$ cat src/rtl/gpio_eirq_pkg.sv
package gpio_eirq_pkg;
    localparam int OFF_GRP_EN   = 'h08;
    localparam int OFF_RISE_RD  = 'h10;
    localparam int OFF_RISE_SET = 'h14;
    localparam int OFF_RISE_CLR = 'h18;
    localparam int OFF_FALL_RD  = 'h1C;
    localparam int OFF_FALL_SET = 'h20;
    localparam int OFF_FALL_CLR = 'h24;
    localparam int OFF_STATUS   = 'h28;
    localparam int OFF_LEVEL    = 'h2C;
endpackage

$ cat src/rtl/gpio_eirq_setclr_reg.sv
module gpio_eirq_setclr_reg #(
    parameter int WIDTH = 32
) (
    input  logic             clk,
    input  logic             rst_n,
    input  logic [WIDTH-1:0] set_i,
    input  logic [WIDTH-1:0] clr_i,
    output logic [WIDTH-1:0] val_o
);
    typedef struct packed {
        logic [WIDTH-1:0] val;
    } state_t;

    state_t state_d, state_q;

    always_comb begin
        state_d     = state_q;
        state_d.val = (state_q.val | set_i) & ~clr_i;
    end

    always_ff @(posedge clk or negedge rst_n) begin
        if (!rst_n) state_q <= '0;
        else        state_q <= state_d;
    end

    assign val_o = state_q.val;
endmodule

$ cat src/rtl/gpio_eirq_capture.sv
module gpio_eirq_capture #(
    parameter int NUM_PINS = 32
) (
    input  logic                clk,
    input  logic                rst_n,
    input  logic [NUM_PINS-1:0] pin_i,
    input  logic [NUM_PINS-1:0] rise_en_i,
    input  logic [NUM_PINS-1:0] fall_en_i,
    input  logic [NUM_PINS-1:0] clr_i,
    output logic [NUM_PINS-1:0] status_o
);
    typedef struct packed {
        logic [NUM_PINS-1:0] prev;
        logic [NUM_PINS-1:0] status;
    } state_t;

    state_t              state_d, state_q;
    logic [NUM_PINS-1:0] rise_hit, fall_hit;

    always_comb begin
        rise_hit       = pin_i & ~state_q.prev & rise_en_i;
        fall_hit       = ~pin_i & state_q.prev & fall_en_i;
        state_d.prev   = pin_i;
        // new events are ORed after the clear, so an edge beats a clear
        state_d.status = (state_q.status & ~clr_i) | rise_hit | fall_hit;
    end

    always_ff @(posedge clk or negedge rst_n) begin
        if (!rst_n) state_q <= '0;
        else        state_q <= state_d;
    end

    assign status_o = state_q.status;
endmodule

$ cat src/rtl/gpio_eirq_group_merge.sv
module gpio_eirq_group_merge #(
    parameter int NUM_PINS = 32,
    parameter int GROUP_W  = 16,
    localparam int NUM_GROUPS = NUM_PINS / GROUP_W
) (
    input  logic [NUM_PINS-1:0]   status_i,
    input  logic [NUM_GROUPS-1:0] grp_en_i,
    output logic [NUM_GROUPS-1:0] irq_o
);
    for (genvar g = 0; g < NUM_GROUPS; g++) begin : g_grp
        assign irq_o[g] = grp_en_i[g] & (|status_i[g*GROUP_W +: GROUP_W]);
    end
endmodule

$ cat src/rtl/gpio_edge_irq_ctrl.sv
module gpio_edge_irq_ctrl #(
    parameter int NUM_PINS = 32,
    parameter int GROUP_W  = 16,
    parameter int ADDR_W   = 8,
    localparam int NUM_GROUPS = NUM_PINS / GROUP_W
) (
    input  logic                  clk,
    input  logic                  rst_n,
    input  logic [NUM_PINS-1:0]   pin_i,
    input  logic                  bus_we,
    input  logic [ADDR_W-1:0]     bus_addr,
    input  logic [NUM_PINS-1:0]   bus_wdata,
    output logic [NUM_PINS-1:0]   bus_rdata,
    output logic [NUM_GROUPS-1:0] irq_o
);
    import gpio_eirq_pkg::*;

    typedef struct packed {
        logic [NUM_GROUPS-1:0] grp_en;
    } state_t;

    state_t              state_d, state_q;
    logic [NUM_PINS-1:0] rise_set, rise_clr, fall_set, fall_clr, stat_clr;
    logic [NUM_PINS-1:0] rise_en, fall_en, status;

    function automatic logic [NUM_PINS-1:0] strobe(input logic [ADDR_W-1:0] a, input int off);
        return (bus_we && a == ADDR_W'(off)) ? bus_wdata : '0;
    endfunction

    always_comb begin
        rise_set = strobe(bus_addr, OFF_RISE_SET);
        rise_clr = strobe(bus_addr, OFF_RISE_CLR);
        fall_set = strobe(bus_addr, OFF_FALL_SET);
        fall_clr = strobe(bus_addr, OFF_FALL_CLR);
        stat_clr = strobe(bus_addr, OFF_STATUS);
        state_d  = state_q;
        if (bus_we && bus_addr == ADDR_W'(OFF_GRP_EN))
            state_d.grp_en = bus_wdata[NUM_GROUPS-1:0];
    end

    always_ff @(posedge clk or negedge rst_n) begin
        if (!rst_n) state_q <= '0;
        else        state_q <= state_d;
    end

    gpio_eirq_setclr_reg #(.WIDTH(NUM_PINS)) i_rise_en (
        .clk(clk), .rst_n(rst_n), .set_i(rise_set), .clr_i(rise_clr), .val_o(rise_en));

    gpio_eirq_setclr_reg #(.WIDTH(NUM_PINS)) i_fall_en (
        .clk(clk), .rst_n(rst_n), .set_i(fall_set), .clr_i(fall_clr), .val_o(fall_en));

    gpio_eirq_capture #(.NUM_PINS(NUM_PINS)) i_capture (
        .clk(clk), .rst_n(rst_n), .pin_i(pin_i), .rise_en_i(rise_en),
        .fall_en_i(fall_en), .clr_i(stat_clr), .status_o(status));

    gpio_eirq_group_merge #(.NUM_PINS(NUM_PINS), .GROUP_W(GROUP_W)) i_merge (
        .status_i(status), .grp_en_i(state_q.grp_en), .irq_o(irq_o));

    always_comb begin
        bus_rdata = '0;
        if (bus_addr == ADDR_W'(OFF_GRP_EN))       bus_rdata = NUM_PINS'(state_q.grp_en);
        else if (bus_addr == ADDR_W'(OFF_RISE_RD)) bus_rdata = rise_en;
        else if (bus_addr == ADDR_W'(OFF_FALL_RD)) bus_rdata = fall_en;
        else if (bus_addr == ADDR_W'(OFF_STATUS))  bus_rdata = status;
        else if (bus_addr == ADDR_W'(OFF_LEVEL))   bus_rdata = pin_i;
    end
endmodule

$ cat config.mk
export PLATFORM = sky130hd
export DESIGN_NAME = gpio_edge_irq_ctrl
export DESIGN_NICKNAME = d
export VERILOG_FILES = /design/src/rtl/gpio_eirq_pkg.sv /design/src/rtl/gpio_eirq_setclr_reg.sv /design/src/rtl/gpio_eirq_capture.sv /design/src/rtl/gpio_eirq_group_merge.sv /design/src/rtl/gpio_edge_irq_ctrl.sv
export SDC_FILE = /design/constraint.sdc
export NUM_CORES = 1
export LEC_CHECK = 0
export BUFFER_PORTS_ARGS = -buffer_cell sky130_fd_sc_hd__buf_2
export CAP_MARGIN = 10
export CORE_MARGIN = 4
export CORE_UTILIZATION = 50
export DETAILED_ROUTE_END_ITERATION = 10
export GPL_TIMING_DRIVEN = 1
export HOLD_SLACK_MARGIN = 0.15
export PLACE_DENSITY = 0.74
export SYNTH_ARGS = -nofsm -noshare
export SYNTH_HDL_FRONTEND = slang
export SYNTH_SLANG_ARGS = --single-unit
$ cat constraint.sdc
create_clock -name clk -period 1.6 [get_ports clk]
set_input_delay 0.16 -clock clk [delete_from_list [all_inputs] [get_ports clk]]
set_output_delay 0.16 -clock clk [all_outputs]
set_load 0.1 [all_outputs]
* After elaboration in Yosys (flattened, before gate mapping) *
Cells that the tools add are included.

word-level totals
  register bits = 130
  input port bits = 75
  output and inout bits = 34

cells by class
  eq/ne operators = 9
  multiplexer cells = 10
  bitwise operators = 18
  reductions and logical operators = 8

operators with widths
  cell                                           count
  2-to-1 mux 32 bit                              10
  bitwise AND 32 bit                             7
  NOT 32 bit                                     5
  OR 32 bit                                      4
  == test 8 x 5 -> 1 bit, second input constant  4
  == test 8 x 6 -> 1 bit, second input constant  4
  OR reduction 16 bit                            2
  == test 8 x 4 -> 1 bit, second input constant  1
  logical AND 1 bit                              6
  bitwise AND 1 bit                              2

* Depth between registers and ports, before layout *
Gate-level depths: netlist of the first run.

  depth in word-level cells = 7
  mapped depth = 6

* By module *
From an unflattened synthesis of the first run, not the netlist that was laid out.

second synthesis, totals
  cells, all modules = 747
  area total of the unflattened synthesis = 7414.6 sq um

by module, submodules not included
  module                 times used  cells each  area each (sq um)  seq. area each (sq um)
  gpio_eirq_capture      1           224         2802.7             1601.5
  gpio_edge_irq_ctrl     1           383         2294.7             50.0
  gpio_eirq_setclr_reg   2           64          1121.1             800.8
  gpio_eirq_group_merge  1           12          75.1               0.0

* Worst setup path before layout of the first run *
OpenSTA, ideal clock, no wires.

  path kind = input port to output port
  start point = input port bus_addr[4]
  end point = output port bus_rdata[13]
  data arrival time = 3.338 ns
  data required time = 1.440 ns
  path slack = -1.898 ns
  stages = 5
  cell sequence = or4b_4 > or2_1 > buf_6 > buf_6 > o21ai_0

on the way
  cells in the longest elaborated chain, start to end = 6
  elaborated cells between the ends (all ways) = 10
  those cells by class = eq/ne (5); mux (5)

ends and longest elaborated chain
  what                    RTL line                  text
  from (decl)             gpio_edge_irq_ctrl.sv:11  input logic [ADDR_W-1:0] bus_addr,
  == test 8 x 6 -> 1 bit  gpio_edge_irq_ctrl.sv:65  else if (bus_addr == ADDR_W'(OFF_LEVEL)) bus_rdata = pin_i;
  2-to-1 mux 32 bit       gpio_edge_irq_ctrl.sv:65
  2-to-1 mux 32 bit       gpio_edge_irq_ctrl.sv:64  else if (bus_addr == ADDR_W'(OFF_STATUS)) bus_rdata = status;
  2-to-1 mux 32 bit       gpio_edge_irq_ctrl.sv:63  else if (bus_addr == ADDR_W'(OFF_FALL_RD)) bus_rdata = fall_en;
  2-to-1 mux 32 bit       gpio_edge_irq_ctrl.sv:62  else if (bus_addr == ADDR_W'(OFF_RISE_RD)) bus_rdata = rise_en;
  2-to-1 mux 32 bit *     gpio_edge_irq_ctrl.sv:61  if (bus_addr == ADDR_W'(OFF_GRP_EN)) bus_rdata = NUM_PINS'(state_q.grp_en);
  to (decl)               gpio_edge_irq_ctrl.sv:13  output logic [NUM_PINS-1:0] bus_rdata,

Mark *: on every way between the ends. The rest lies on a longest branch, timed or not.

* Final worst setup path of the first run *
  start point = input port bus_addr[4]
  end point = output port bus_rdata[12]

Same word-level chain as after synthesis.

==> results of run 1 <==
[power groups by stage]
stage / Clock, µW / Combinational (µW) / Sequential [µW]
global placement: 0 / 1060 / 4140
finish: 4130 / 1470 / 4320
detailed placement: 0 / 1110 / 4180
global route: 4340 / 1580 / 4370
CTS: 4120 / 1360 / 4180
floorplan: 0 / 681 / 4050
[cell usage after synthesis (2+ instances only)]
cell / count
nor2_1: 25
a221o_1: 21
nand2_1: 66
a21o_1: 32
buf_2: 15
mux2_2: 2
o22ai_2: 2
nor3_1: 2
o21ai_0: 41
dfrtp_1: 130
buf_1: 3
clkbuf_1: 5
mux2i_1: 32
or4_1: 2
buf_6: 4
a21oi_1: 130
or3_1: 2
a22oi_1: 8
buf_4: 3
a41oi_1: 2
inv_1: 2
nand3b_1: 32
nor4_1: 8
[worst max-delay path: cells and delay by family]
| family | cells | cell delay (ps) |
|---|---|---|
| AND/OR/NAND/NOR | 3 | 990 |
| buffers and inverters | 3 | 460 |
| AO/OA/AOI/OAI | 1 | 140 |
[what timing repair did]
item / in CTS / in global routing
endpoints found under the setup margin: 34 / 34
endpoints found under the hold margin: 260 / 0
pin swaps: 13 / 8
cloned: 4 / 0
hold buffers: 66 / 0
buffers inserted: 7 / 1
gates resized for setup: 68 / 29
[sequential cells by signal, indices dropped and copies added, names as in the netlist]
| name | cells |
|---|---|
| i_capture.state_q | 32 |
| state_q | 2 |
| i_capture.status_o | 32 |
| i_fall_en.val_o | 32 |
| i_rise_en.val_o | 32 |
[cells by family (layout without fill, tap and decap cells)]
kind of cell,after synthesis,count (layout),synth area share (%)
AOI/OAI and AO/OA,239,239,23.88
DFF,130,130,54.08
buffers and inverters,32,260,2.995
muxes,34,34,5.699
other,0,1,0
and+or+nand+nor,151,151,13.35
[layout make-up]
| class | count | area, µm² | area share [%] |
|---|---|---|---|
| sequential | 130 | 3258 | 33.72 |
| timing repair buffer | 226 | 2405 | 24.89 |
| clock buffer | 19 | 442.9 | 4.584 |
| inverter | 2 | 7.507 | 0.07769 |
| antenna | 1 | 2.502 | 0.02590 |
| multi-input combinational | 424 | 3186 | 32.97 |
| clock inverter | 13 | 182.7 | 1.890 |
| tap | 143 | 178.9 | 1.852 |
[path summary, 6_finish.rpt]
kind / slack, ps / cells after the start / to
worst min-delay path: 170 / 4 / i_capture.status_o[28]
min in group asynchronous: 220 / 2 / i_rise_en.val_o[23]
max in group asynchronous: 770 / 3 / i_capture.status_o[1]
worst min register to register: 530 / 1 / i_capture.status_o[28]
worst max register to register: 680 / 3 / i_capture.status_o[18]
worst max-delay path: -330 / 7 / bus_rdata[12]
[through the flow]
stage,util (%),instances,cell area (µm²)
2_1_floorplan,-,586,6319
3_5_place_dp,67.07,848,7789
6_report,83.20,958,9663
3_3_place_gp,67.07,848,7789
4_1_cts,82.11,957,9535
5_1_grt,83.20,958,9663
[per-layer routing]
layer	part of all wire, %	global-route usage, %
met1	35	35.43
met2	53	53.79
met3	7.9	7.256
met4	3.8	18.75
met5	0	0
==> flow_metrics.env, run 1 <==
export IMPL_status="finished, violations left"
export IMPL_failed_checks="setup timing"
export IMPL_grt_pass1_wl_um=34620
export IMPL_clk_path_buf_depth=2
export IMPL_ioPinCount=109
export IMPL_hold_class="primary input to flip-flop"
export IMPL_layout_commonest_cell="a21oi_1"
export IMPL_min_from="pin_i[28]"
export IMPL_cp_slowest_stage_delay_ps=530
export IMPL_critPathKind="primary input to output port"
export IMPL_core_um2=11610
export IMPL_critPathMostFrequentCell="buf_12"
export IMPL_fp_dieH_um=117.7
export IMPL_cts_tree="done"
export IMPL_setup_tns_ps=-9589
export IMPL_synthToLayoutAreaGrowth_pct=60.63
export IMPL_fmax_mhz=518.8
export IMPL_pre_cts_ws_ps=-439.8
export IMPL_combPwrFrac_pct=14.8
export IMPL_hold_worst_slack_ps=166.7
export IMPL_ys_types=40
export IMPL_required_ps=1440
export IMPL_async_flop_share_pct=100.0
export IMPL_yosysTopAreaCell="dfrtp_1"
export IMPL_cts_root_buffer_cell="clkbuf_16"
export IMPL_grt_antenna_before_repair=1
export IMPL_ant_nets=0
export IMPL_p_per_area_nw_per_um2=1026
export IMPL_power_total_uw=9914
export IMPL_worst_slew_pin_transition_ps=429.0
export IMPL_path_cells="buf_8 -> or4b_4 -> or2_4 -> buf_12 -> nor2_2 -> a221o_4 -> buf_12"
export IMPL_first_global_vias=6722
export IMPL_via_count=6031
export IMPL_synth_ff_type="dfrtp_1"
export IMPL_drv_slew=0
export IMPL_numCtsBuffers=17
export IMPL_synth_top_area_share_pct=54.08
export IMPL_fin_crit_sh_pct=120.5
export IMPL_finalWirelength_um=21670
export IMPL_nFillCells=576
export IMPL_crit_arrival_ps=1770
export IMPL_wl_per_cell_um=22.62
export IMPL_die_w_um=117.7
export IMPL_nNetsFinal=876
export IMPL_grt_overflow_total=0
export IMPL_cellInternalPower_uw=7148
export IMPL_syn_inst=586
export IMPL_final_cell_mix="130 x a21oi_1, 126 x dfrtp_1, 68 x buf_2"
export IMPL_startpoint="bus_addr[4]"
export IMPL_p_leak_uw=0.004262
export IMPL_grtUsageTotal_pct=31.29
export IMPL_grt_max_degree=43
export IMPL_rsz0062_at_grt="true"
export IMPL_drt_first_pass_iters=5
export IMPL_drive_above_1_share_pct=35.14
export IMPL_die_area_um2=13850
export IMPL_synth_area_um2=6016
export IMPL_insertion_delay_ps=420
export IMPL_power_switching_uw=2766
export IMPL_swShare_pct=27.90
export IMPL_numPortBuffers=108
export IMPL_dp_hpwl_um=12090
export IMPL_syn_nets=661
export IMPL_h_tree_depth=4
export IMPL_initial_core_util_pct=51.80
export IMPL_peakVddDrop_mv=0.6687
export IMPL_maxCapViolCount=0
export IMPL_route_detailed_drc=0
export IMPL_setup_violations=34
export IMPL_period_minus_slack_ps=1928
export IMPL_synth_warnings=0
export IMPL_clkSlewWorstSetupHoldPaths_ps=60
export IMPL_crit_path_max_fanout=22
export IMPL_skew_ps=6.711
export IMPL_cts_sinks=130
export IMPL_worst_slack_ps=-327.6
export IMPL_clkPwrFrac_pct=41.6
export IMPL_synth_seq_cells=130
export IMPL_synth_area_per_cell_um2=10.27
export IMPL_power_frac_seq_pct=43.5
export IMPL_hold_viol_final=0
export IMPL_rows=39
export IMPL_vias_per_cell=6.295
export IMPL_ys_seq_area_share_pct=54.08
export IMPL_slowest_stage="or4b_4"
export IMPL_synth_area_leaders="dfrtp_1 54%, a21oi_1 11%, mux2i_1 5.3%"
export IMPL_slew_headroom_pct=71.40
export IMPL_timing_rr_start="i_fall_en.val_o[18]"
export IMPL_cp_start_kind="primary input"
export IMPL_gp_congestion=0.8226
export IMPL_synth_edf_count=0
export IMPL_endpoint_kind="output port"
export IMPL_drt_initial_drc_count=534
(Power assumes the default switching activity.)
==> inputs of run 2 (changes only) <==
--- a/config.mk
+++ b/config.mk
@@ -8,11 +8,12 @@
 export BUFFER_PORTS_ARGS = -buffer_cell sky130_fd_sc_hd__buf_2
 export CAP_MARGIN = 10
 export CORE_MARGIN = 4
-export CORE_UTILIZATION = 50
+export CORE_UTILIZATION = 52
 export DETAILED_ROUTE_END_ITERATION = 10
 export GPL_TIMING_DRIVEN = 1
 export HOLD_SLACK_MARGIN = 0.15
-export PLACE_DENSITY = 0.74
+export PLACE_DENSITY = 0.75
 export SYNTH_ARGS = -nofsm -noshare
 export SYNTH_HDL_FRONTEND = slang
+export SYNTH_HIERARCHICAL = 1
 export SYNTH_SLANG_ARGS = --single-unit
==> run 2 against run 1 <==
Against the previous run:
- the flow still finishes with violations (setup timing)
- non-clock buffer count increased by 12
- largest cell class is now multi-input combinational cells
- sequential cell count unchanged
- critical path depth stayed put
- largest power group unchanged
- combinational power up 33%
- synthesized cell count is 27% higher
- maximum frequency rose by 1.3%
==> flow_metrics.env, run 2 <==
export IMPL_setup_tns_ps=-7645
export IMPL_dp_hpwl_um=14180
export IMPL_hold_viol_final=0
export IMPL_vias_per_cell=5.958
export IMPL_rows=43
export IMPL_p_leak_uw=0.004939
export IMPL_setup_violations=58
export IMPL_maxCapViolCount=0
export IMPL_die_w_um=127.4
export IMPL_finalCoreUtilization_pct=81.55
export IMPL_ys_seq_area_share_pct=43.87
export IMPL_endpoint_kind="output port"
export IMPL_grt_max_degree=41
export IMPL_syn_inst=747
export IMPL_grt_overflow_total=0
export IMPL_skew_ps=4.953
export IMPL_drt_initial_drc_count=652
export IMPL_drv_slew=0
export IMPL_syn_nets=822
export IMPL_cts_tree="done"
export IMPL_peakVddDrop_mv=0.8359
export IMPL_yosysTopAreaCell="dfrtp_1"
export IMPL_rsz0062_at_grt="true"
export IMPL_synth_area_per_cell_um2=9.926
export IMPL_gp_congestion=0.8387
export IMPL_seq_area_um2=3259
export IMPL_numCtsBuffers=17
export IMPL_cts_root_buffer_cell="clkbuf_16"
export IMPL_via_count=6744
export IMPL_grtUsageTotal_pct=29.55
export IMPL_worst_slew_pin_transition_ps=516.2
export IMPL_place_inst=1015
export IMPL_finalWirelength_um=25370
export IMPL_status="finished, violations left"
export IMPL_period_minus_slack_ps=1902
export IMPL_first_global_vias=7091
export IMPL_synth_seq_cells=130
export IMPL_yosysMostFrequentCell="and2_1"
export IMPL_crit_path_max_fanout=19
export IMPL_die_area_um2=16230
export IMPL_worst_slack_ps=-302.1
export IMPL_cp_start_kind="primary input"
export IMPL_slew_headroom_pct=65.59
export IMPL_synth_area_leaders="dfrtp_1 44%, and2_1 14%, o21ba_1 8.6%"
export IMPL_synth_ff_type="dfrtp_1"
export IMPL_final_cell_mix="155 x and2_1, 125 x dfrtp_1, 69 x buf_2"
export IMPL_core_um2=13930
export IMPL_cts_sinks=130
export IMPL_hold_worst_slack_ps=257.6
export IMPL_grt_pass1_wl_um=37290
export IMPL_nNetsFinal=1014
export IMPL_insertion_delay_ps=420
export IMPL_final_cells=1132
export IMPL_clk_path_buf_depth=2
export IMPL_pre_cts_ws_ps=-265.9
export IMPL_layout_commonest_cell="and2_1"
export IMPL_initial_core_util_pct=53.21
export IMPL_synth_edf_count=0
export IMPL_synth_area_um2=7415
export IMPL_async_flop_share_pct=100.0
export IMPL_drt_first_pass_iters=7
export IMPL_hold_class="primary input to asynchronous set/reset pin"
export IMPL_critPathKind="primary input to output port"
export IMPL_drive_above_1_share_pct=38.28
export IMPL_wl_per_cell_um=22.41
export IMPL_fin_crit_sh_pct=118.9
export IMPL_ant_nets=0
export IMPL_p_per_area_nw_per_um2=895.4
export IMPL_synth_common_cells="162 x and2_1, 130 x dfrtp_1, 64 x o21ba_1"
export IMPL_grt_antenna_before_repair=1
export IMPL_numPortBuffers=108
export IMPL_ioPinCount=109
export IMPL_clkSlewWorstSetupHoldPaths_ps=50
export IMPL_ys_types=33
export IMPL_crit_arrival_ps=1740
export IMPL_synth_warnings=6
export IMPL_multi_input_area_um2=4710
export IMPL_fp_dieH_um=127.4
export IMPL_synth_top_area_share_pct=43.87
export IMPL_nFillCells=744
export IMPL_route_detailed_drc=0
export IMPL_synthToLayoutAreaGrowth_pct=53.26
export IMPL_failed_checks="setup timing"
export IMPL_fmax_mhz=525.7
export IMPL_required_ps=1440
export IMPL_h_tree_depth=4
## run 2: cell count changes after synthesis, moves of 5 or more
cell / delta
clkbuf_1: +19
nand2b_1: +32
o21ba_1: +64
a21o_1: -32
and2_1: +161
buf_2: -10
a22oi_1: -6
o211ai_2: +32
a21oi_1: -100
o21ai_0: -10
nand2_1: -5
nor2_1: +9
a221o_1: -21
buf_4: +29
## run 2: power by group
group	switching (µW)	total, µW	leakage (µW)	internal [µW]
clock	1420	3860	0.000284	2440
sequential	612	4360	0.00166	3750
combinational	986	1960	0.00299	970
## run 2: final timing paths
kind / start / to / slack (ps) / depth (start not counted)
hold reg to reg: i_capture/state_q[55] / i_capture/status_o[23] / 490 / 1
max in group asynchronous: rst_n / i_capture/status_o[0] / 670 / 3
setup / recovery: bus_addr[6] / bus_rdata[23] / -300 / 7
hold / removal: rst_n / i_capture/state_q[46] / 260 / 2
setup reg to reg: i_capture/status_o[30] / i_capture/status_o[30] / 720 / 3
min in group clk: bus_addr[7] / state_q[0] / 450 / 6
## run 2: critical path: stages
cell and delay, ps:
buf_8 100, or4b_4 600, buf_12 210, nor2_1 180, a21oi_2 80, o21ai_4 190, buf_12 190
## run 2: metrics by stage
step | instance area, µm² | power [µW]
after floorplan | 7984 | 5400
after global placement | 9314 | 5545
after detailed placement | 9314 | 5650
after CTS | 10990 | 9855
after global routing | 11360 | 10530
final | 11360 | 10170
## run 2: area by class of cell
cell class | count | area share, %
Multi-Input combinational cell | 547 | 41.44
Sequential cell | 130 | 28.68
Timing Repair Buffer | 238 | 22.65
Clock buffer | 26 | 4.393
Tap cell | 180 | 1.982
Clock inverter | 5 | 0.6606
Inverter | 5 | 0.1652
Antenna cell | 1 | 0.02202
## run 2: kinds of logic (layout without fill, tap and decap cells)
kind of cell / after synthesis / after routing / synth area share (%)
flip-flops: 130 / 130 / 43.87
multiplexers: 32 / 32 / 4.354
AO/OA/AOI/OAI: 168 / 168 / 19.32
AND/OR/NAND/NOR: 347 / 347 / 27.15
other: 0 / 1 / 0
buffers and inverters: 70 / 274 / 5.299
## run 2: repair_timing
| item | in CTS | in global routing |
|---|---|---|
| pin swaps | 29 | 30 |
| setup endpoints to repair | 34 | 37 |
| gates resized for setup | 71 | 65 |
| hold endpoints to repair | 237 | 0 |
| setup buffers | 6 | 8 |
| hold buffers | 66 | 0 |
| gates cloned | 4 | 3 |
## run 2: routing by layer
metal / global-route usage, % / routed length (µm) / up-vias
met4: 12.87 / 898 / 0
met5: 0 / 0 / -
li1: - / - / 2918
met1: 37.90 / 10200 / 3370
met2: 48.56 / 12380 / 371
met3: 6.145 / 1887 / 85
